File: src/rtl/i2cbm_pkg.sv
package i2cbm_pkg;
    localparam int BYTE_W = 8;
    localparam int OWN_W  = 7;
    localparam int DIV_W  = 6;
    localparam int NREG   = 5;

    localparam int C_EN = 7;
    localparam int C_IE = 6;
    localparam int C_MS = 5;
    localparam int C_TX = 4;
    localparam int C_RS = 2;
    localparam logic [BYTE_W-1:0] CTRL_KEEP = 8'hF4;

    typedef enum logic [1:0] {
        OP_START = 2'd0,
        OP_SEND  = 2'd1,
        OP_RECV  = 2'd2,
        OP_STOP  = 2'd3
    } op_e;

    typedef enum logic [2:0] {
        RG_CTRL = 3'd0,
        RG_STAT = 3'd1,
        RG_DATA = 3'd2,
        RG_OWN  = 3'd3,
        RG_DIV  = 3'd4,
        RG_NONE = 3'd7
    } reg_e;

    typedef struct packed {
        logic [BYTE_W-1:0] ctrl;
        logic              iflag;
        logic              arbl;
        logic              busy;
        logic              nak;
        logic [OWN_W-1:0]  own;
        logic [DIV_W-1:0]  div;
        logic [BYTE_W-1:0] rx;
        logic              open;
        logic              pend;
        op_e               op;
        logic [BYTE_W-1:0] obyte;
    } st_t;

    localparam st_t ST_RST = '0;
endpackage

File: src/rtl/i2cbm_decode.sv
module i2cbm_decode
    import i2cbm_pkg::*;
#(
    parameter int ADDR_W = 4
) (
    input  logic [ADDR_W-1:0] addr,
    output reg_e              rsel
);
    logic [NREG-1:0] hit;

    for (genvar i = 0; i < NREG; i++) begin : g_hit
        localparam logic [ADDR_W-1:0] OFS = ADDR_W'(2 * i);
        assign hit[i] = (addr == OFS);
    end

    always_comb begin
        rsel = RG_NONE;
        for (int i = 0; i < NREG; i++) begin
            if (hit[i]) rsel = reg_e'(i);
        end
    end
endmodule

File: src/rtl/i2cbm_rdmux.sv
module i2cbm_rdmux
    import i2cbm_pkg::*;
(
    input  logic              clk,
    input  logic              rst_n,
    input  logic              rd_take,
    input  reg_e              rsel,
    input  logic [BYTE_W-1:0] ctrl_v,
    input  logic [BYTE_W-1:0] stat_v,
    input  logic [BYTE_W-1:0] data_v,
    input  logic [BYTE_W-1:0] own_v,
    input  logic [BYTE_W-1:0] div_v,
    output logic [BYTE_W-1:0] rdata
);
    logic [BYTE_W-1:0] rdata_d, rdata_q;
    logic [BYTE_W-1:0] pick;

    always_comb begin
        unique case (rsel)
            RG_CTRL: pick = ctrl_v;
            RG_STAT: pick = stat_v;
            RG_DATA: pick = data_v;
            RG_OWN:  pick = own_v;
            RG_DIV:  pick = div_v;
            default: pick = '0;
        endcase
        rdata_d = rd_take ? pick : rdata_q;
    end

    always_ff @(posedge clk) begin
        if (!rst_n) rdata_q <= '0;
        else        rdata_q <= rdata_d;
    end

    assign rdata = rdata_q;
endmodule

File: src/rtl/i2cbm_core.sv
module i2cbm_core
    import i2cbm_pkg::*;
(
    input  logic              clk,
    input  logic              rst_n,
    input  logic              acc,
    input  logic              wr,
    input  reg_e              rsel,
    input  logic [BYTE_W-1:0] wdata,
    input  logic              tgt_ready,
    input  logic              tgt_ack,
    input  logic [BYTE_W-1:0] tgt_rdata,
    output logic              pend,
    output logic              irq,
    output logic              tgt_valid,
    output logic [1:0]        tgt_op,
    output logic [BYTE_W-1:0] tgt_byte,
    output logic [BYTE_W-1:0] ctrl_v,
    output logic [BYTE_W-1:0] stat_v,
    output logic [BYTE_W-1:0] rx_v,
    output logic [BYTE_W-1:0] own_v,
    output logic [BYTE_W-1:0] div_v
);
    st_t  q, d;
    logic open_n;
    logic stop_n;
    logic handshake;

    assign handshake = q.pend && tgt_ready;

    always_comb begin
        d      = q;
        open_n = q.open;
        stop_n = 1'b0;
        if (handshake) begin
            d.pend = 1'b0;
            case (q.op)
                OP_START: begin
                    if (tgt_ack) begin
                        d.open  = 1'b1;
                        d.nak   = 1'b0;
                        d.iflag = 1'b1;
                    end else begin
                        d.nak = 1'b1;
                    end
                end
                OP_SEND: begin
                    if (tgt_ack) begin
                        d.nak   = 1'b0;
                        d.iflag = 1'b1;
                    end else begin
                        d.nak  = 1'b1;
                        d.open = 1'b0;
                        d.pend = 1'b1;
                        d.op   = OP_STOP;
                    end
                end
                OP_RECV: begin
                    d.rx    = tgt_rdata;
                    d.iflag = 1'b1;
                end
                default: ;
            endcase
        end else if (acc && wr) begin
            case (rsel)
                RG_CTRL: begin
                    if (q.ctrl[C_EN] && !wdata[C_EN]) begin
                        d     = ST_RST;
                        d.own = q.own;
                        if (q.open) begin
                            d.pend = 1'b1;
                            d.op   = OP_STOP;
                        end
                    end else begin
                        d.ctrl = wdata & CTRL_KEEP;
                        d.busy = wdata[C_MS];
                        if (!wdata[C_MS] && open_n) begin
                            open_n = 1'b0;
                            stop_n = 1'b1;
                        end
                        if (wdata[C_RS] && open_n) begin
                            open_n       = 1'b0;
                            stop_n       = 1'b1;
                            d.ctrl[C_RS] = 1'b0;
                        end
                        d.open = open_n;
                        if (stop_n) begin
                            d.pend = 1'b1;
                            d.op   = OP_STOP;
                        end
                    end
                end
                RG_STAT: begin
                    if (q.iflag && !wdata[1]) d.iflag = 1'b0;
                    if (q.arbl && !wdata[4])  d.arbl  = 1'b0;
                end
                RG_DATA: begin
                    if (q.ctrl[C_EN] && q.ctrl[C_MS]) begin
                        d.pend  = 1'b1;
                        d.op    = q.open ? OP_SEND : OP_START;
                        d.obyte = wdata;
                    end
                end
                RG_OWN: d.own = wdata[BYTE_W-1:1];
                RG_DIV: d.div = wdata[DIV_W-1:0];
                default: ;
            endcase
        end else if (acc && !wr && rsel == RG_DATA) begin
            if (q.ctrl[C_MS] && q.open && !q.ctrl[C_TX]) begin
                d.pend = 1'b1;
                d.op   = OP_RECV;
            end
        end
    end

    always_ff @(posedge clk) begin
        if (!rst_n) q <= ST_RST;
        else        q <= d;
    end

    assign pend      = q.pend;
    assign irq       = q.iflag && q.ctrl[C_EN] && q.ctrl[C_IE];
    assign tgt_valid = q.pend;
    assign tgt_op    = q.op;
    assign tgt_byte  = q.obyte;
    assign ctrl_v    = q.ctrl;
    assign stat_v    = {2'b00, q.busy, q.arbl, 2'b00, q.iflag, q.nak};
    assign rx_v      = q.rx;
    assign own_v     = {q.own, 1'b0};
    assign div_v     = {{(BYTE_W-DIV_W){1'b0}}, q.div};

    AST_OP_HELD: assert property (@(posedge clk) disable iff (!rst_n)
        tgt_valid && !tgt_ready |=> tgt_valid && $stable(tgt_op) && $stable(tgt_byte));
    AST_RECV_OPEN: assert property (@(posedge clk) disable iff (!rst_n)
        tgt_valid && tgt_op == OP_RECV |-> q.open);
    AST_START_IDLE: assert property (@(posedge clk) disable iff (!rst_n)
        tgt_valid && tgt_op == OP_START |-> !q.open);
    AST_START_ACK_FLAG: assert property (@(posedge clk) disable iff (!rst_n)
        tgt_valid && tgt_ready && tgt_op == OP_START && tgt_ack |=> q.iflag && q.open);
    AST_SEND_NACK_STOP: assert property (@(posedge clk) disable iff (!rst_n)
        tgt_valid && tgt_ready && tgt_op == OP_SEND && !tgt_ack |=> tgt_valid && tgt_op == OP_STOP && !q.open);
    AST_SOFTRST_OWN: assert property (@(posedge clk) disable iff (!rst_n)
        acc && wr && rsel == RG_CTRL && q.ctrl[C_EN] && !wdata[C_EN] && !handshake |=> $stable(q.own) && q.ctrl == '0);
endmodule

File: src/rtl/i2cbm_top.sv
module i2cbm_top
    import i2cbm_pkg::*;
#(
    parameter int ADDR_W = 4
) (
    input  logic              clk,
    input  logic              rst_n,
    input  logic              host_sel,
    input  logic              host_wr,
    input  logic [ADDR_W-1:0] host_addr,
    input  logic [7:0]        host_wdata,
    output logic              host_ready,
    output logic [7:0]        host_rdata,
    output logic              irq,
    output logic              tgt_valid,
    output logic [1:0]        tgt_op,
    output logic [7:0]        tgt_byte,
    input  logic              tgt_ready,
    input  logic              tgt_ack,
    input  logic [7:0]        tgt_rdata
);
    reg_e              rsel;
    logic              pend;
    logic              acc;
    logic [BYTE_W-1:0] ctrl_v, stat_v, rx_v, own_v, div_v;

    assign host_ready = !pend;
    assign acc        = host_sel && !pend;

    i2cbm_decode #(.ADDR_W(ADDR_W)) u_dec (
        .addr (host_addr),
        .rsel (rsel)
    );

    i2cbm_core u_core (
        .clk       (clk),
        .rst_n     (rst_n),
        .acc       (acc),
        .wr        (host_wr),
        .rsel      (rsel),
        .wdata     (host_wdata),
        .tgt_ready (tgt_ready),
        .tgt_ack   (tgt_ack),
        .tgt_rdata (tgt_rdata),
        .pend      (pend),
        .irq       (irq),
        .tgt_valid (tgt_valid),
        .tgt_op    (tgt_op),
        .tgt_byte  (tgt_byte),
        .ctrl_v    (ctrl_v),
        .stat_v    (stat_v),
        .rx_v      (rx_v),
        .own_v     (own_v),
        .div_v     (div_v)
    );

    i2cbm_rdmux u_rd (
        .clk     (clk),
        .rst_n   (rst_n),
        .rd_take (acc && !host_wr),
        .rsel    (rsel),
        .ctrl_v  (ctrl_v),
        .stat_v  (stat_v),
        .data_v  (rx_v),
        .own_v   (own_v),
        .div_v   (div_v),
        .rdata   (host_rdata)
    );

    AST_HOST_STALL: assert property (@(posedge clk) disable iff (!rst_n)
        tgt_valid |-> !host_ready);
    AST_IRQ_NEEDS_EN: assert property (@(posedge clk) disable iff (!rst_n)
        irq |-> ctrl_v[C_EN] && ctrl_v[C_IE] && stat_v[1]);
endmodule

File: config.mk
export PLATFORM = sky130hd
export DESIGN_NAME = i2cbm_top
export DESIGN_NICKNAME = d
export VERILOG_FILES = /design/src/rtl/i2cbm_pkg.sv /design/src/rtl/i2cbm_decode.sv /design/src/rtl/i2cbm_rdmux.sv /design/src/rtl/i2cbm_core.sv /design/src/rtl/i2cbm_top.sv
export SDC_FILE = /design/constraint.sdc
export NUM_CORES = 1
export LEC_CHECK = 0
export CAP_MARGIN = 25
export CORE_MARGIN = 2
export CORE_UTILIZATION = 53
export CTS_BUF_LIST = sky130_fd_sc_hd__clkbuf_8
export CTS_CLUSTER_DIAMETER = 80
export DETAILED_ROUTE_END_ITERATION = 16
export PLACE_DENSITY = 0.91
export SETUP_SLACK_MARGIN = 0.4
export SYNTH_ARGS = -nofsm -noshare
export SYNTH_HDL_FRONTEND = slang
export SYNTH_SLANG_ARGS = --single-unit
export TNS_END_PERCENT = 10
File: constraint.sdc
create_clock -name clk -period 2.1 [get_ports clk]
set_clock_uncertainty 0.05 [all_clocks]
set_input_delay 0.42 -clock clk [delete_from_list [all_inputs] [get_ports clk]]
set_output_delay 0.42 -clock clk [all_outputs]
set_load 0.005 [all_outputs]
==> results by group <==
Critical path
  – Req. time, crit path: 2.25 ns
  – Crit-path max cell delay: 0.38 ns
  – Top delay family on crit path: simple AND/OR/NAND/NOR gates
  – Buf/Inv on CP: 3
  – Critical Path AT: 1.96 ns
  – CP Cell Sequence: dlygate4sd2_1, buf_6, nor4b_4, inv_2, nor3_4, nor2_2, o41ai_2
  – Worst reg2reg endpoint: u_core.tgt_op[0]
  – CP Capture Type: flip-flop
  – Max FO, Critical Path: 7
  – R2r startpoint: u_core.pend
  – Setup crit start kind: input pin
  – Crit-path slowest cell: nor4b_4
  – Reg2Reg Depth: 5
  – WS Path Type: in -> reg
  – Reg-to-reg setup timing slack: 0.33 ns

Place
  – Dpl ws: -0.137 ns
  – Placed inst area: 3000 sq um
  – Gpl congestion: 0.939
  – Hpwl dp: 5040 um
  – Port bufs: 46
  – Inst Count DP: 387

Synth
  – Synth area leaders: dfxtp_1 (42%), nand3_1 (5.9%), nand2_1 (4.9%)
  – Ys flop type: dfxtp_1
  – Number of synthesized flops with an enable pin: 0
  – Post-Syn Area: 2280 sq um
  – Top cell type's share of synthesized area: 0.421
  – Synthesized area per cell: 8.33 sq um
  – Yosys reg bits: 48
  – Yosys Warn Count: 0
  – Area leader, netlist: dfxtp_1
  – Yosys cell types: 47
  – Fraction of registers with async set/reset: 0
  – Post-Synthesis Net Count: 300
  – Post-synthesis cell count: 274
  – Sequential-to-total area share from yosys stat: 0.421

Timing
  – Final Hold Fails: 0
  – Minimum clock period: 1.81 ns
  – Setup ws final: 0.292 ns
  – Slew at the pin closest to its max-slew limit: 0.366 ns
  – Rel. slew slack: 0.756
  – Setup tns final: 0 ns
  – Final setup viols: 0
  – Max Slew Vio Count: 0
  – RSZ-0062 raised after global routing: yes
  – Final worst path period share: 0.861
  – Maximum clock rate: 0.553 GHz

Layout
  – Nets@finish: 381
  – N_diodes: 0
  – Post-Layout Cell Count: 406
  – Highest-count cells in the layout ignoring fill and taps: buf_4 (47), dfxtp_1 (43), clkdlybuf4s50_1 (36), nand2_1 (30), nand3_1 (27)
  – Share of cells above drive strength 1: 0.247
  – Area growth from synthesis to layout: 43.5%
  – Most common cell after layout, fill and taps aside: buf_4
  – Final instance area: 3280 sq um

Worst hold path
  – HP Class: reg -> reg
  – Hold Crit Start: u_core.own_v[4]
  – Hold Crit Endpoint: u_core.own_v[4]
  – Hold depth: 2

Routing
  – Number of remaining DRC errors: 0
  – Wirelength per Cell: 18.6 um
  – Via count: 2567
  – Number of vias per cell: 6.32
  – Drt total wl: 7540 um
  – Routed Antenna Nets: 0
  – 1st-pass router iterations: 6
  – Number of DRC markers in iteration 0: 224

Floorplanning
  – IO Count: 47
  – Row count: 23
  – Core box area: 4090 sq um
  – Die area: 4850 sq um
  – Die Y: 69.6 um
  – Initial core utilization: 0.559
  – Die W: 69.6 um

Job
  – Total of max-cap violations: 0

Power and ir drop
  – Leakage: 0.00127 uW
  – PwrDens: 588 nW/um^2
  – Worst VDD drop: 524 uV
  – Total power: 1930 uW

GRT
  – Global-route wire length before repair: 12000 um
  – Initial antenna violation count: 0
  – Gr usage total: 0.314
  – Congestion Overflow GR: 0
  – Vias in the first global route: 2530
  – Pin count of the biggest net entering global routing: 17

Clock tree
  – Root Driver: clkbuf_8
  – Max Buffers Root-to-Sink: 2
  – Clock transition at path regs: 0.09 ns
  – CTS tree: built
  – Worst skew pair latency: 0.31 ns
  – CTS Buf Count: 5
  – Clock sinks: 48
  – Hold-fix buffers, CTS: 0
  – CTS HTree Levels: 2

Status
  – Outcome: finished, final reports clean
-- cell families (layout without fill, tap and decap cells) --
| family | after synthesis | after routing | synth area share |
|---|---|---|---|
| multiplexers | 3 | 3 | 0.0137 |
| AO/OA/AOI/OAI | 79 | 79 | 0.228 |
| flip-flops | 48 | 48 | 0.421 |
| AND/OR/NAND/NOR | 111 | 111 | 0.261 |
| XOR/XNOR | 1 | 1 | 0.00384 |
| buffers and inverters | 32 | 114 | 0.0729 |
-- per-layer routing --
layer,global-route usage,share of wire,up-vias
met2,0.535,0.49,161
met5,0,0,-
li1,-,-,1144
met3,0.0756,0.075,48
met1,0.359,0.38,1214
met4,0.175,0.058,0
-- worst register-to-register path: cells and delay by family, from the launching register on --
kind            cells  cell delay (ns)
flops               1             0.36
compound gates      1             0.36
simple gates        3             0.75
buf+inv             1             0.15
-- final cells by class --
class,count,area [sq um]
multi-input cells,194,1210
flip-flops and latches,48,970
repair buffers,100,890
fillers,258,811
clock buffers,6,82.6
well taps,50,62.6
clock inverters,2,38.8
inverters,6,22.5
-- power by group --
| part | internal (uW) | switching (uW) |
|---|---|---|
| Combinational | 142 | 140 |
| Clock | 389 | 315 |
| Sequential | 922 | 17.3 |
-- synth_stat cells (2+ instances only) --
| master | number |
|---|---|
| a222oi_1 | 3 |
| nand3b_1 | 3 |
| clkbuf_1 | 7 |
| a221oi_1 | 3 |
| nand2b_1 | 4 |
| nor2_1 | 19 |
| buf_1 | 2 |
| or3_1 | 2 |
| mux2i_1 | 2 |
| a22o_1 | 6 |
| o21ai_0 | 17 |
| inv_1 | 5 |
| buf_4 | 10 |
| and2_1 | 4 |
| a22oi_1 | 11 |
| a21oi_1 | 20 |
| or3b_4 | 2 |
| buf_2 | 7 |
| a31oi_1 | 2 |
| nor3_1 | 5 |
| a211oi_1 | 3 |
| nor2b_1 | 3 |
| nand3_1 | 27 |
| dfxtp_1 | 48 |
| and3_1 | 2 |
| and3b_1 | 2 |
| o21ai_1 | 6 |
| nand2_1 | 30 |
-- metrics by stage --
step                hold WS (ns)  utilization
global placement           0.394        0.734
floorplan                  0.382            -
CTS                        0.411        0.801
global route               0.426        0.802
detailed placement         0.398        0.734
finish                     0.411        0.802
-- sequential cells by signal (all words and copies together) (netlist names) --
| name | cells |
|---|---|
| u_core.own_v | 7 |
| u_core.tgt_byte | 8 |
| u_core.pend | 1 |
| u_core.div_v | 6 |
| u_rd.rdata | 8 |
| u_core.stat_v | 2 |
| u_core.ctrl_v | 5 |
| u_core.rx_v | 8 |
| u_core.q | 1 |
| u_core.tgt_op | 2 |
-- timing repair --
item                       in CTS  in global routing
setup endpoints to repair      53                 26
resized for setup              34                  1
cloned                          0                  0
pin swaps                      17                  0
buffers inserted               11                  0
-- worst max path at each step --
stage                         end  slack, ns  cells past startpoint        startpoint
2_1_floorplan    u_core.tgt_op[0]       0.40                      5      host_addr[3]
3_3_place_gp        u_rd.rdata[7]      -0.09                      5          host_sel
3_5_place_dp   u_core.tgt_byte[5]      -0.14                      8      host_addr[2]
4_1_cts                 tgt_op[0]       0.35                      1  u_core.tgt_op[0]
5_1_grt             u_rd.rdata[3]       0.29                      5       u_core.pend
6_report         u_core.tgt_op[0]       0.29                      7      host_addr[0]
No activity file was read; power rests on OpenSTA's default activity.
